### src/rtl/slp_pkg.sv
package slp_pkg;
  typedef enum logic [2:0] {
    ST_AWAKE  = 3'd0,
    ST_ENTER  = 3'd1,
    ST_ASLEEP = 3'd2,
    ST_EXIT   = 3'd3,
    ST_RECOV  = 3'd4
  } slp_state_e;
endpackage

### src/rtl/slp_sync.sv
module slp_sync #(
  parameter int STAGES = 2
) (
  input  logic clk,
  input  logic rst,
  input  logic din,
  output logic dout
);
  logic [STAGES-1:0] chain_q;

  generate
    if (STAGES == 1) begin : g_one
      always_ff @(posedge clk) begin
        if (rst) chain_q <= '0;
        else     chain_q <= din;
      end
    end else begin : g_many
      always_ff @(posedge clk) begin
        if (rst) chain_q <= '0;
        else     chain_q <= {chain_q[STAGES-2:0], din};
      end
    end
  endgenerate

  assign dout = chain_q[STAGES-1];
endmodule

### src/rtl/slp_fsm.sv
module slp_fsm
  import slp_pkg::*;
#(
  parameter int ENTRY_CYC = 2,
  parameter int EXIT_CYC  = 2,
  parameter int RECOV_CYC = 2
) (
  input  logic clk,
  input  logic rst,
  input  logic req_s,
  output logic enter_evt,
  output logic sleep_q,
  output logic inhib_q,
  output logic recov_q
);
  localparam int MAXC1 = (ENTRY_CYC > EXIT_CYC) ? ENTRY_CYC : EXIT_CYC;
  localparam int MAXC  = (MAXC1 > RECOV_CYC) ? MAXC1 : RECOV_CYC;
  localparam int CW    = (MAXC < 2) ? 1 : $clog2(MAXC + 1);
  localparam logic [CW-1:0] ENT_LAST = CW'(ENTRY_CYC - 2);
  localparam logic [CW-1:0] EXT_LAST = CW'(EXIT_CYC - 2);
  localparam logic [CW-1:0] REC_LAST = CW'(RECOV_CYC - 1);

  slp_state_e    state_q, state_d;
  logic [CW-1:0] cnt_q, cnt_d;

  always_comb begin
    state_d = state_q;
    cnt_d   = cnt_q;
    unique case (state_q)
      ST_AWAKE: begin
        cnt_d = '0;
        if (req_s) state_d = ST_ENTER;
      end
      ST_ENTER: begin
        if (!req_s) begin
          state_d = ST_AWAKE;
          cnt_d   = '0;
        end else if (cnt_q == ENT_LAST) begin
          state_d = ST_ASLEEP;
          cnt_d   = '0;
        end else begin
          cnt_d = cnt_q + 1'b1;
        end
      end
      ST_ASLEEP: begin
        cnt_d = '0;
        if (!req_s) state_d = ST_EXIT;
      end
      ST_EXIT: begin
        if (req_s) begin
          state_d = ST_ASLEEP;
          cnt_d   = '0;
        end else if (cnt_q == EXT_LAST) begin
          state_d = ST_RECOV;
          cnt_d   = '0;
        end else begin
          cnt_d = cnt_q + 1'b1;
        end
      end
      ST_RECOV: begin
        if (cnt_q == REC_LAST) begin
          state_d = ST_AWAKE;
          cnt_d   = '0;
        end else begin
          cnt_d = cnt_q + 1'b1;
        end
      end
      default: begin
        state_d = ST_AWAKE;
        cnt_d   = '0;
      end
    endcase
  end

  always_ff @(posedge clk) begin
    if (rst) begin
      state_q <= ST_AWAKE;
      cnt_q   <= '0;
      sleep_q <= 1'b0;
      inhib_q <= 1'b0;
      recov_q <= 1'b0;
    end else begin
      state_q <= state_d;
      cnt_q   <= cnt_d;
      sleep_q <= (state_d == ST_ASLEEP) || (state_d == ST_EXIT);
      inhib_q <= (state_d != ST_AWAKE);
      recov_q <= (state_d == ST_RECOV);
    end
  end

  assign enter_evt = (state_q == ST_AWAKE) && req_s;

  // rest is only reached through the entry phase
  p_sleep_via_enter_r2: assert property (@(posedge clk) disable iff (rst)
    $rose(sleep_q) |-> $past(state_q == ST_ENTER));

  // blocking covers the whole rest state
  p_inhibit_covers_sleep_r4: assert property (@(posedge clk) disable iff (rst)
    sleep_q |-> inhib_q);

  // guard window only opens straight out of rest
  p_recov_after_sleep_r3: assert property (@(posedge clk) disable iff (rst)
    $rose(recov_q) |-> $past(sleep_q));

  // a lost request during entry returns to awake
  p_abort_entry_r6: assert property (@(posedge clk) disable iff (rst)
    (state_q == ST_ENTER && !req_s) |=> !sleep_q && !inhib_q);
endmodule

### src/rtl/slp_guard.sv
module slp_guard (
  input  logic clk,
  input  logic rst,
  input  logic enter_evt,
  input  logic in_recov,
  input  logic chip_sel,
  input  logic strb_proc,
  input  logic strb_ctrl,
  output logic viol_q
);
  logic any_act;
  assign any_act = chip_sel | strb_proc | strb_ctrl;

  always_ff @(posedge clk) begin
    if (rst) viol_q <= 1'b0;
    else if ((enter_evt && chip_sel) || (in_recov && any_act)) viol_q <= 1'b1;
  end

  // the flag never clears outside reset
  p_viol_sticky_r9: assert property (@(posedge clk) disable iff (rst)
    viol_q |=> viol_q);

  // any activity in the guard window is caught
  p_viol_in_recov_r7: assert property (@(posedge clk) disable iff (rst)
    (in_recov && any_act) |=> viol_q);

  // entry while selected is caught
  p_viol_on_entry_r8: assert property (@(posedge clk) disable iff (rst)
    (enter_evt && chip_sel) |=> viol_q);
endmodule

### src/rtl/slp_mode_ctrl.sv
module slp_mode_ctrl #(
  parameter int SYNC_STAGES = 2,
  parameter int ENTRY_CYC   = 2,
  parameter int EXIT_CYC    = 2,
  parameter int RECOV_CYC   = 2
) (
  input  logic clk,
  input  logic rst,
  input  logic sleep_req_async,
  input  logic chip_sel,
  input  logic strb_proc,
  input  logic strb_ctrl,
  input  logic core_wr,
  input  logic core_oe,
  output logic sleep_active,
  output logic access_inhibit,
  output logic recov_busy,
  output logic violation,
  output logic arr_wr_en,
  output logic dq_drive_en
);
  logic req_s;
  logic enter_evt;

  slp_sync #(.STAGES(SYNC_STAGES)) u_sync (
    .clk  (clk),
    .rst  (rst),
    .din  (sleep_req_async),
    .dout (req_s)
  );

  slp_fsm #(
    .ENTRY_CYC (ENTRY_CYC),
    .EXIT_CYC  (EXIT_CYC),
    .RECOV_CYC (RECOV_CYC)
  ) u_fsm (
    .clk       (clk),
    .rst       (rst),
    .req_s     (req_s),
    .enter_evt (enter_evt),
    .sleep_q   (sleep_active),
    .inhib_q   (access_inhibit),
    .recov_q   (recov_busy)
  );

  slp_guard u_guard (
    .clk       (clk),
    .rst       (rst),
    .enter_evt (enter_evt),
    .in_recov  (recov_busy),
    .chip_sel  (chip_sel),
    .strb_proc (strb_proc),
    .strb_ctrl (strb_ctrl),
    .viol_q    (violation)
  );

  assign arr_wr_en   = core_wr & ~access_inhibit;
  assign dq_drive_en = core_oe & ~access_inhibit;

  // the array is never written while at rest
  p_no_write_asleep_r4: assert property (@(posedge clk) disable iff (rst)
    sleep_active |-> !arr_wr_en && !dq_drive_en);

  // guard window and rest never overlap
  p_recov_not_asleep_r3: assert property (@(posedge clk) disable iff (rst)
    recov_busy |-> !sleep_active);
endmodule

### config.mk
export PLATFORM = sky130hd
export DESIGN_NAME = slp_mode_ctrl
export DESIGN_NICKNAME = d
export VERILOG_FILES = /design/src/rtl/slp_pkg.sv /design/src/rtl/slp_sync.sv /design/src/rtl/slp_fsm.sv /design/src/rtl/slp_guard.sv /design/src/rtl/slp_mode_ctrl.sv
export SDC_FILE = /design/constraint.sdc
export NUM_CORES = 1
export LEC_CHECK = 0
export ABC_AREA = 1
export BUFFER_PORTS_ARGS = -buffer_cell sky130_fd_sc_hd__buf_2
export CORE_MARGIN = 2
export CORE_UTILIZATION = 35
export DETAILED_ROUTE_END_ITERATION = 16
export PLACE_DENSITY = 0.63
export SLEW_MARGIN = 20
export SYNTH_ARGS = -nofsm -noshare
export SYNTH_HDL_FRONTEND = slang
export SYNTH_SLANG_ARGS = --single-unit
### constraint.sdc
create_clock -name clk -period 1.7 [get_ports clk]
set_input_delay 0.34 -clock clk [delete_from_list [all_inputs] [get_ports clk]]
set_output_delay 0.34 -clock clk [all_outputs]
set_load 0.05 [all_outputs]
# ---- Yosys cells after proc, flatten, opt, wreduce, memory -nomap -nowiden
# Index checks and enable logic that the tools add are counted.
dict set report word_totals {
  ff_bits 11
  inputBits 8
}
dict set report classes {
  add_sub_neg 1
  eq_ne 8
  n_mux 13
  bitwise 5
  n_reduce_logical 8
}
# operator count
set op_table {}
lappend op_table {{3-bit two-way mux} 7}
lappend op_table {{3-bit case mux with 5 select lines} 1}
lappend op_table {{3-bit by 2-bit == test with 1-bit output (second input constant)} 4}
lappend op_table {{2-bit two-way mux} 4}
lappend op_table {{3-bit == test (second input constant)} 2}
lappend op_table {{2-bit case mux with 3 select lines} 1}
lappend op_table {{3-bit by 1-bit == test with 1-bit output (second input constant)} 1}
lappend op_table {{1-bit logical AND} 3}
lappend op_table {{3-bit logical NOT} 1}
lappend op_table {{3-bit nonzero test} 1}
lappend op_table {{2-bit by 1-bit adder with 2-bit output (second input constant)} 1}
lappend op_table {{1-bit bitwise AND} 2}
lappend op_table {{2-bit by 1-bit == test with 1-bit output (second input constant)} 1}
lappend op_table {{2-bit logical NOT} 1}
lappend op_table {{1-bit logical OR} 2}
lappend op_table {{1-bit OR} 2}
lappend op_table {{1-bit inverter} 1}

# ---- Logic depth before layout (Yosys ltp)
# Gate-level depths: netlist (run 1).
dict set report logic_depth {
  word_depth 6
  depth_mapped 9
  depth_no_buf 9
}

# ---- Cells and area by module
# A second synthesis (run 1) with hierarchy kept.
dict set report unflattened {
  cells_unflattened 87
  area_unflattened_um2 564.3
}
# mod n_inst cells_per_inst area_each_um2 seq_area_each_um2
set modules_own_cells {}
lappend modules_own_cells {slp_fsm 1 70 445.4 160.2}
lappend modules_own_cells {slp_sync 1 6 55.1 40.0}
lappend modules_own_cells {slp_guard 1 7 48.8 20.0}
lappend modules_own_cells {slp_mode_ctrl 1 4 15.0 0.0}

# ---- Least setup slack after synthesis (run 1)
# OpenSTA, ideal clock, no wires.
dict set report synth_timing {
  kind {register -> output}
  startpoint {reg u_fsm.inhib_q}
  endpoint {out arr_wr_en}
  arrival_ns 1.201
  required_time_ns 1.360
  setup_slack_ns 0.159
  stages_incl_launch_ff 2
  path_cell_list {dfxtp_1 > nor2_1}
}
dict set report synth_via {
  elab_chain_cells 2
}
# element line
set synth_rtl {}
lappend synth_rtl {{start, declared} slp_fsm.sv:13} ;# output logic inhib_q,
lappend synth_rtl {{start signal, assigned} slp_fsm.sv:86} ;# inhib_q <= (state_d != ST_AWAKE);
lappend synth_rtl {{1-bit inverter} slp_mode_ctrl.sv:57} ;# assign arr_wr_en = core_wr & ~access_inhibit;
lappend synth_rtl {{1-bit bitwise AND} slp_mode_ctrl.sv:57}
lappend synth_rtl {{end, declared} slp_mode_ctrl.sv:19} ;# output logic arr_wr_en,
# No other way between the ends.

# ---- Worst setup path in the final report (run 1)
# Same ends and word-level chain as after synthesis.

==> impl_results.md, run 1 <==
- WL per Instance: roughly 8.5 um
- Via count: ~530
- Syn nets: 99
- Util after Layout: a little under half
- Power Dens Cells: around 730 mW/mm2
- IO Port Bufs: 13
- Max VDD drop: approximately 0.0006 V
- Setup TNS: 0 ns
- Routed vias/inst: 4.36
- Internal power: 0.000370 W
- Net switching power: around 0.00012 W
- Initial DRT Pass Iterations: 4
- Gr ovfl total: 0
- Maximum buffer depth of the clock tree: 2
- Std cell rows: 14
- Fillers: between 150 and 200
- Resized Gates After CTS: 0
- Gpl congestion: 0.763
- Fin crit share: between 70% and 80%
- Die H: about 44 um
- Final min period: about 1.3 ns
- Compound-gate portion of the synthesized area: about 6.6%
- Slew HR: 82.7%
- Commonest non-fill, non-tap cells in the layout: 21 x nand2_1, 15 x inv_1, 15 x nor2_1
- Largest family of logic cells by synthesized area: simple AND/OR/NAND/NOR gates
- Crit path max fanout: 3
- Warnings, synthesis: 0
- Vias in the first global route: ~450
- Most common cell after layout, fill and taps aside: nand2_1
- Initial antenna violation count: 0
- Post-route DRC: 0
- Simple-Gate Fraction of Synth Area: a little over a third
- Multiplexer area fraction after synthesis: 0%
- Largest cells by area after synthesis: dfxtp_1 39%, nand2_1 14%, inv_1 9.9%
- DP Worst Slack: between 0.4 and 0.5 ns
- Final worst setup slack: around 0.4 ns
- Layout cells sized above 1: between 20 and 25%
- Number of buffers added for setup after CTS: 0
- Static leakage: between 0.3 and 0.4 nW
- Combinational Power Share: 11.2%
- Inserted Diodes: 0
- Seq/Total Area, Yosys: 38.9%
- Clock skew: 0.00806 ns
- Clk_lat worst skew: around 0.26 ns
- Area Overhead vs Synth: 19.6%
- CTS Root Cell: clkbuf_4
- Pin count of the biggest net entering global routing: 8
- Design area: between 600 and 700 um2
- Final Hold Vio Count: 0
- Number of synthesized register bits: 11
- Starting Density: a little under two fifths
- DRT antenna net count: 0
- # clock sinks: 11
- First-pass GRT wire length: approximately 1.9 mm
- TritonCTS Buffers: 3
- Area of the core: around 0.0015 mm2
- Max-slew violations: 0
- Synthesized cell area: between 500 and 600 um2
- Num ports: 14
- Reg clk slew, reported paths: 0.07 ns
- Die width: 44.2 um
- Sw Ratio: between 20% and 30%
- Post-synthesis xor/xnor area fraction: 0%
- Number of DRC markers in iteration 0: 17
- Total power: a little under 0.0005 W
- Worst-margin pin slew: 0.261 ns
- Post-synth cell types: 12
- Hold Crit Class: primary input to flip-flop
- Post-DP Area: ~650 um2
- Crit path capture type: output pin
- Crit Path Category: flip-flop to output pin
- Nets: ~120
- GRT Util Overall: between 10% and 20%
- Peak Freq: 770 MHz
- Dpl hpwl: around 820 um
- Final Setup Violations: 0
- Clk network pwr share: around a third
- Unrepaired setup endpoints after global routing: false
- Largest area contributor in the netlist: dfxtp_1
- CTS H-tree depth: 1
- Type of origin of the critical path: flip-flop
- Post-Syn Instances: just under 90
- Hold Buf Count CTS: 0
- Maximum capacitance violations: 0
- Die footprint: ~0.002 mm2
- Avg Cell Area, Syn: ~6.4 um2
- Outcome: finished, final reports clean
- Synth Area in Adders: under 10%
- CTS tree: built
- Req. time, crit path: 1.36 ns
- Final wirelength: 1.03 mm
- Top cell type's share of synthesized area: around 39%
- Flop pwr share: a little over half
- Critical path arrival: 0.96 ns
path summary, 6_finish.rpt:
check	start	slack [ns]	cells past startpoint	endpoint
setup / recovery	u_fsm.inhib_q	0.40	2	arr_wr_en
hold / removal	sleep_req_async	0.29	3	u_sync.chain_q[0]
setup reg to reg	u_fsm.cnt_q[0]	0.49	8	u_fsm.inhib_q
hold reg to reg	u_sync.chain_q[0]	0.41	2	u_sync.chain_q[1]
cells by family (layout without fill, tap and decap cells):
group                      after synthesis  in the layout
and+or+nand+nor                         48             48
adders and majority gates                3              3
AOI/OAI and AO/OA                        7              7
DFF                                     11             11
buffers and inverters                   19             36
routing by layer:
layer  up-vias  global-route usage, %  routed length, um
met3         2                   2.86                 33
met5         -                      0                  0
met2         8                   19.4                453
met1       216                   17.2                528
li1        301                      -                  -
met4         0                   5.45                 15
worst max-delay path: stages, from the launching register on:
cell and delay (ns):
dfxtp_1 0.32, nor2_1 0.10, buf_2 0.27
power by group through the flow:
stage	combinational, W	clock [W]	sequential (W)
after global placement	0.0000543	0	0.000273
after CTS	0.0000551	0.000178	0.000267
after floorplan	0.0000301	0	0.000280
final	0.0000550	0.000170	0.000267
after global routing	0.0000603	0.000188	0.000268
after detailed placement	0.0000546	0	0.000273
cell type report:
| class | count | area [um2] | area share, % |
|---|---|---|---|
| sequential | 11 | 220 | 32.5 |
| clock buffer | 4 | 26.3 | 3.87 |
| timing repair buffer | 13 | 65.1 | 9.59 |
| inverter | 19 | 71.3 | 10.5 |
| tap | 16 | 20.0 | 2.95 |
| multi-input combinational | 58 | 275 | 40.6 |
stage by stage:
stage,hold WS [ns],std cells
floorplan,0.388,88
global placement,0.391,117
detailed placement,0.395,117
CTS,0.281,121
global route,0.270,121
finish,0.292,121
registers in the layout, indices dropped and copies added, names as in the netlist:
register,flops
u_fsm.state_q,3
u_fsm.cnt_q,2
u_sync.chain_q,2
u_fsm.inhib_q,1
u_fsm.recov_q,1
u_fsm.sleep_q,1
u_guard.viol_q,1
synthesized netlist by cell type:
| cell type | instances |
|---|---|
| a21oi_1 | 4 |
| inv_2 | 4 |
| nor2_2 | 1 |
| nor2_1 | 15 |
| o21a_1 | 1 |
| nand2_2 | 3 |
| dfxtp_1 | 11 |
| inv_1 | 15 |
| nand3_1 | 8 |
| ha_1 | 3 |
| nand2_1 | 21 |
| o21ai_1 | 2 |
Note: power is estimated with default switching activity, not from simulation.
==> run 2: changes to the inputs <==
--- a/config.mk
+++ b/config.mk
@@ -10,7 +10,7 @@
 export CORE_MARGIN = 2
 export CORE_UTILIZATION = 35
 export DETAILED_ROUTE_END_ITERATION = 16
-export PLACE_DENSITY = 0.63
+export PLACE_DENSITY = 0.65
 export SLEW_MARGIN = 20
 export SYNTH_ARGS = -nofsm -noshare
 export SYNTH_HDL_FRONTEND = slang
==> constraint.sdc (replaced) <==
create_clock -name clk -period 1.14 [get_ports clk]
set_input_delay 0.228 -clock clk [delete_from_list [all_inputs] [get_ports clk]]
set_output_delay 0.228 -clock clk [all_outputs]
set_load 0.05 [all_outputs]
==> impl_results.md, run 2 (synthesis results as in run 1) <==
- M1 WL: 569 um (+7.8%)
- DRT antenna net count: 0 (unchanged)
- DR WL met2: 619 um (+37%)
- Max VDD drop: 0.000729 V (+22%)
- Hold Crit Class: primary input to flip-flop
- Slowest CP cell: dfxtp_2
- Worst reg2reg path depth: 8 (unchanged)
- Gr ovfl total: 0 (unchanged)
- Worst reg2reg setup slack: 0.06 ns (-0.43 ns)
- # clock sinks: 11 (unchanged)
- Maximum buffer depth of the clock tree: 2 (unchanged)
- Min Hold Slack: 0.166 ns (-0.126 ns)
- Inserted Diodes: 0 (unchanged)
- Number of DRC markers in iteration 0: 4 (-13)
- First-pass GRT wire length: 2.04 mm (+9.6%)
- Peak Freq: about 920 MHz
- Final Hold Vio Count: 0 (unchanged)
- Outcome: finished, final reports clean
- Clock skew: 0.00107 ns (-0.00698 ns)
- Post-route DRC: 0 (unchanged)
- Fillers: 139 (-14%)
- Std cell rows: 14 (unchanged)
- TritonCTS Buffers: 3 (unchanged)
- Via count: 560 (+6.3%)
- Util after Layout: 52.5% (+7.5 points)
- Hold Buf Count CTS: 0 (unchanged)
- Maximum capacitance violations: 0 (unchanged)
- Power Dens Cells: 952 mW/mm2 (+31%)
- Setup TNS: 0 ns (unchanged)
- Starting Density: 37.6% (unchanged)
- Max-slew violations: 0 (unchanged)
- Num ports: 14 (unchanged)
- Commonest non-fill, non-tap cells in the layout: 19 x nand2_1, 12 x inv_1, 11 x nor2_1
- WL met3: 19 um (-42%)
- Crit Path Category: flip-flop to output pin
- Nets: 121 (+3.4%)
- Worst-margin pin slew: 0.242 ns (-0.0195 ns)
- Type of origin of the critical path: flip-flop
- Pin count of the biggest net entering global routing: 8 (unchanged)
- Slew HR: 83.9% (+1.2 points)
- CTS Root Cell: clkbuf_4
- GRT Util Overall: 14.3% (+1.6 points)
- Reg clk slew, reported paths: 0.07 ns (about the same)
- Dpl hpwl: 938 um (+14%)
- Unrepaired setup endpoints after global routing: true
- Die width: 44.2 um (unchanged)
- Top layer in use: met4
- Crit path capture type: output pin
- CTS tree: built
- WL per Instance: 9.81 um (+15%)
- Die H: 44.2 um (unchanged)
- Vias in the first global route: 503 (+11%)
- Biggest register: u_fsm.state_q
- Clk_lat worst skew: 0.26 ns (about the same)
- Area Overhead vs Synth: 39.5%
- Crit path launch: u_fsm.inhib_q
- Worst r2r dst: u_fsm.inhib_q
- Req. time, crit path: 0.91 ns (-0.45 ns)
- Area taken by multi-input logic gates: 329 um2 (+20%)
- Hold Path Sink: u_sync.chain_q[0]
- Sequential cell area: 226 um2 (+2.8%)
- Final Setup Violations: 0 (unchanged)
- Crit path max fanout: 3 (unchanged)
- Largest stage delay on the critical path: 0.34 ns (+0.02 ns)
- Final wirelength: 1.23 mm (+19%)
- Top flop regs: u_fsm.state_q x3, u_fsm.cnt_q x2, u_sync.chain_q x2
- IO Port Bufs: 13 (unchanged)
- Routed vias/inst: 4.48 (+2.9%)
- Die footprint: 0.00196 mm2 (unchanged)
- CTS H-tree depth: 1 (unchanged)
- Area of the core: 0.00151 mm2 (unchanged)
- Initial DRT Pass Iterations: 4 (unchanged)
- Max FFs per register: 3 (unchanged)
- Most common cell after layout, fill and taps aside: nand2_1
- Total power: 0.000753 W (+53%)
- Initial antenna violation count: 0 (unchanged)
- Critical path arrival: 0.86 ns (-0.10 ns)
- Cell Chain, Critical Path: nor2_2 -> buf_6
- Static leakage: 0.428 nW (+6.9%)
- Hold depth: 3 (unchanged)
- Layout cells sized above 1: 45.9% (+23 points)
- Reg2reg start: u_fsm.cnt_q[0]
- Final min period: ~1.1 ns
- Hold path startpoint: sleep_req_async
- Gpl congestion: 0.758 (-0.73%)
- Fin crit share: between 90% and 100%
==> run 2: changes by cell type in the layout (fill, tap and decap cells not counted), sizes merged <==
cell / before / now
buf: 13 / 16
clkinv: 0 / 1
==> run 2: through the flow <==
stage / area (um2) / setup slack [ns] / instances
global placement: 679 / 0.00724 / 120
global route: 791 / -0.00891 / 125
detailed placement: 679 / -0.0401 / 120
floorplan: 572 / -0.0839 / 88
CTS: 743 / 0.00605 / 125
finish: 791 / 0.0513 / 125
==> run 2: what timing repair did <==
| action | CTS | global route |
|---|---|---|
| pin swaps | 2 | 7 |
| gates cloned | 0 | 0 |
| gates resized for setup | 11 | 16 |
| setup endpoints to repair | 7 | 9 |
| buffers inserted | 1 | 0 |
| hold endpoints to repair | 0 | 0 |
==> run 2: power breakdown <==
group	leakage (nW)	internal (W)	total, W	switching [W]
Clock	0.0177	0.000130	0.000256	0.000126
Combinational	0.318	0.0000355	0.0000968	0.0000614
Sequential	0.0917	0.000392	0.000401	0.00000834
Total	0.428	0.000557	0.000753	0.000196
==> run 2: worst max-delay path by stage <==
stage / end / slack (ns) / depth (start not counted)
floorplan: arr_wr_en / -0.08 / 1
global route: u_fsm.inhib_q / -0.009 / 8
finish: arr_wr_en / 0.05 / 2
global placement: u_fsm.inhib_q / 0.007 / 8
detailed placement: u_fsm.inhib_q / -0.04 / 8
CTS: u_fsm.recov_q / 0.006 / 7
==> run 2: worst max-delay path, delay by kind of cell (launching register included) <==
| kind | cells | cell delay (ns) |
|---|---|---|
| buffers and inverters | 1 | 0.16 |
| flip-flops | 1 | 0.34 |
| AND/OR/NAND/NOR | 1 | 0.09 |
==> run 2: routing by layer <==
layer,global-route usage (%),vias to the layer above
met2,22.9,6
li1,-,305
met4,9.09,0
met1,17.6,247
met5,0,-
met3,2.45,2
==> run 2: cell type report <==
cell class              count  share of cell area, %
multi-input cells          58                   41.6
repair buffers             17                   14.7
well taps                  16                   2.53
clock inverters             1                  0.633
flip-flops and latches     11                   28.6
clock buffers               3                   2.85
inverters                  19                   9.02
==> run 3: changes to the inputs <==
==> constraint.sdc (replaced) <==
create_clock -name clk -period 1 [get_ports clk]
set_input_delay 0.2 -clock clk [delete_from_list [all_inputs] [get_ports clk]]
set_output_delay 0.2 -clock clk [all_outputs]
set_load 0.05 [all_outputs]
==> impl_results.md, run 3 (synthesis results as in run 1) <==
- CP bufs+invs: 2 (+1)
- Slowest CP cell: dfxtp_2
- Most common cell after layout, fill and taps aside: nand2_1
- Static leakage: 0.442 nW (+3.4%)
- Hold Crit Class: primary input to flip-flop
- Max FFs per register: 3 (unchanged)
- Die width: 44.2 um (unchanged)
- Unrepaired setup endpoints after global routing: true
- Post-route DRC: 0 (unchanged)
- Cell total after placement: 120 (unchanged)
- Die H: 44.2 um (unchanged)
- Final worst setup slack: -0.0747 ns (-0.126 ns)
- Reg clk slew, reported paths: 0.07 ns (about the same)
- Num ports: 14 (unchanged)
- Util after Layout: 58.7% (+6.2 points)
- Fin crit share: 107%
- Failing checks: negative setup slack
- Nets: 121 (unchanged)
- CTS Root Cell: clkbuf_4
- Via count: 581 (+3.8%)
- Max-slew violations: 0 (unchanged)
- Final min period: roughly 1.1 ns
- Max VDD drop: 0.000953 V (+31%)
- Hold Buf Count CTS: 0 (unchanged)
- IO Port Bufs: 13 (unchanged)
- TritonCTS Buffers: 3 (unchanged)
- Commonest non-fill, non-tap cells in the layout: 18 x nand2_1, 11 x nor2_1, 10 x inv_1
- Initial antenna violation count: 0 (unchanged)
- Largest stage delay on the critical path: 0.34 ns (about the same)
- # clock sinks: 11 (unchanged)
- Gpl congestion: 0.696 (-8.1%)
- Area of the core: 0.00151 mm2 (unchanged)
- WL per Instance: 11.0 um (+12%)
- CTS tree: built
- Final Hold Vio Count: 0 (unchanged)
- Final wirelength: 1.37 mm (+12%)
- Vias in the first global route: 512 (+1.8%)
- Top cell family by delay on the critical path: flip-flops
- Final Setup Violations: 6 (+6)
- GRT Util Overall: 14.6% (+0.35 points)
- Crit path capture type: flip-flop
- CTS H-tree depth: 1 (unchanged)
- Outcome: finished with violations
- DRT antenna net count: 0 (unchanged)
- First-pass GRT wire length: 2.03 mm (-0.34%)
- Pin count of the biggest net entering global routing: 8 (unchanged)
- Std cell rows: 14 (unchanged)
- Gr ovfl total: 0 (unchanged)
- Type of origin of the critical path: flip-flop
- Number of DRC markers in iteration 0: 7 (+3)
- Top flop regs: u_fsm.state_q x3, u_fsm.cnt_q x2, u_sync.chain_q x2
- Routed vias/inst: 4.65 (+3.7%)
- Area Overhead vs Synth: 56.1%
- Worst-margin pin slew: 0.236 ns (-0.00613 ns)
- DP Worst Slack: -0.0946 ns (-0.0545 ns)
- Cell Chain, Critical Path: inv_2 -> ha_4 -> inv_4 -> nor2_4 -> nand2_4 -> nand2_2 -> o21ai_1 -> nand2_1
- Clock skew: 0.00847 ns (+0.00740 ns)
- Peak Freq: between 900 and 1000 MHz
- Initial DRT Pass Iterations: 4 (unchanged)
- Total power: 0.000860 W (+14%)
- Layout cells sized above 1: 53.2% (+7.3 points)
- Slew HR: 84.2% (+0.37 points)
- Inserted Diodes: 0 (unchanged)
- Dpl hpwl: 943 um (+0.46%)
- Fillers: 125 (-10%)
- Starting Density: 37.6% (unchanged)
- Clk_lat worst skew: 0.26 ns (about the same)
- Biggest register: u_fsm.state_q
- Power Dens Cells: 972 mW/mm2 (+2.0%)
- Cell Count, Final, Fillers Out: 125 (unchanged)
- Req. time, crit path: 1.16 ns (+0.25 ns)
- Critical path arrival: 1.23 ns (+0.37 ns)
- Die footprint: 0.00196 mm2 (unchanged)
- Crit path max fanout: 3 (unchanged)
- Maximum capacitance violations: 0 (unchanged)
- Crit Path Category: flip-flop to flip-flop
- Maximum buffer depth of the clock tree: 2 (unchanged)
run 3: changes by cell type in the layout (fill, tap and decap cells not counted), sizes merged:
| cell | change |
|---|---|
| clkinv | -1 |
| buf | +1 |
run 3: timing repair:
action | in CTS | in global routing
buffers inserted | 0 | 1
gates resized for setup | 21 | 23
setup endpoints to repair | 15 | 15
hold endpoints to repair | 0 | 0
pin swaps | 13 | 8
run 3: final timing paths:
kind                      from                end  slack, ns  cells after the start
max             u_fsm.cnt_q[1]      u_fsm.inhib_q      -0.07                      8
min            sleep_req_async  u_sync.chain_q[0]       0.15                      3
max reg2reg     u_fsm.cnt_q[1]      u_fsm.inhib_q      -0.07                      8
min reg2reg  u_sync.chain_q[0]  u_sync.chain_q[1]       0.41                      2
run 3: report_power, final:
| part | total, W | switching (W) | internal [W] |
|---|---|---|---|
| Clock | 0.000284 | 0.000131 | 0.000154 |
| Combinational | 0.000126 | 0.0000760 | 0.0000500 |
| Sequential | 0.000449 | 0.0000120 | 0.000437 |
| Total | 0.000860 | 0.000219 | 0.000641 |
run 3: stage by stage:
stage | cell area [um2] | setup TNS [ns] | hold WS (ns)
CTS | 801 | -0.319 | 0.141
global route | 885 | -0.908 | 0.132
floorplan | 609 | -0.00622 | 0.262
detailed placement | 717 | -0.231 | 0.401
finish | 885 | -0.307 | 0.152
global placement | 717 | -0.115 | 0.393
run 3: metal layers:
metal  GRT usage, %  vias to the layer above  routed length [um]
met3           2.45                        6                  39
met2           23.2                       12                 684
li1               -                      305                   -
met5              0                        -                   0
met4           10.9                        0                  54
met1           17.6                      258                 592
run 3: area by class of cell:
class / count / area (um2) / share of cell area (%)
inverter: 19 / 73.8 / 8.35
timing repair buffer: 17 / 148 / 16.7
sequential: 11 / 244 / 27.6
clock buffer: 4 / 26.3 / 2.97
multi-input combinational: 58 / 373 / 42.1
tap: 16 / 20.0 / 2.26
run 3: worst reg2reg max path, cell delays in order, from the launching register on:
cell,delay (ns)
dfxtp_2,0.34
inv_2,0.05
ha_4,0.17
inv_4,0.08
nor2_4,0.04
nand2_4,0.07
nand2_2,0.05
o21ai_1,0.13
nand2_1,0.06
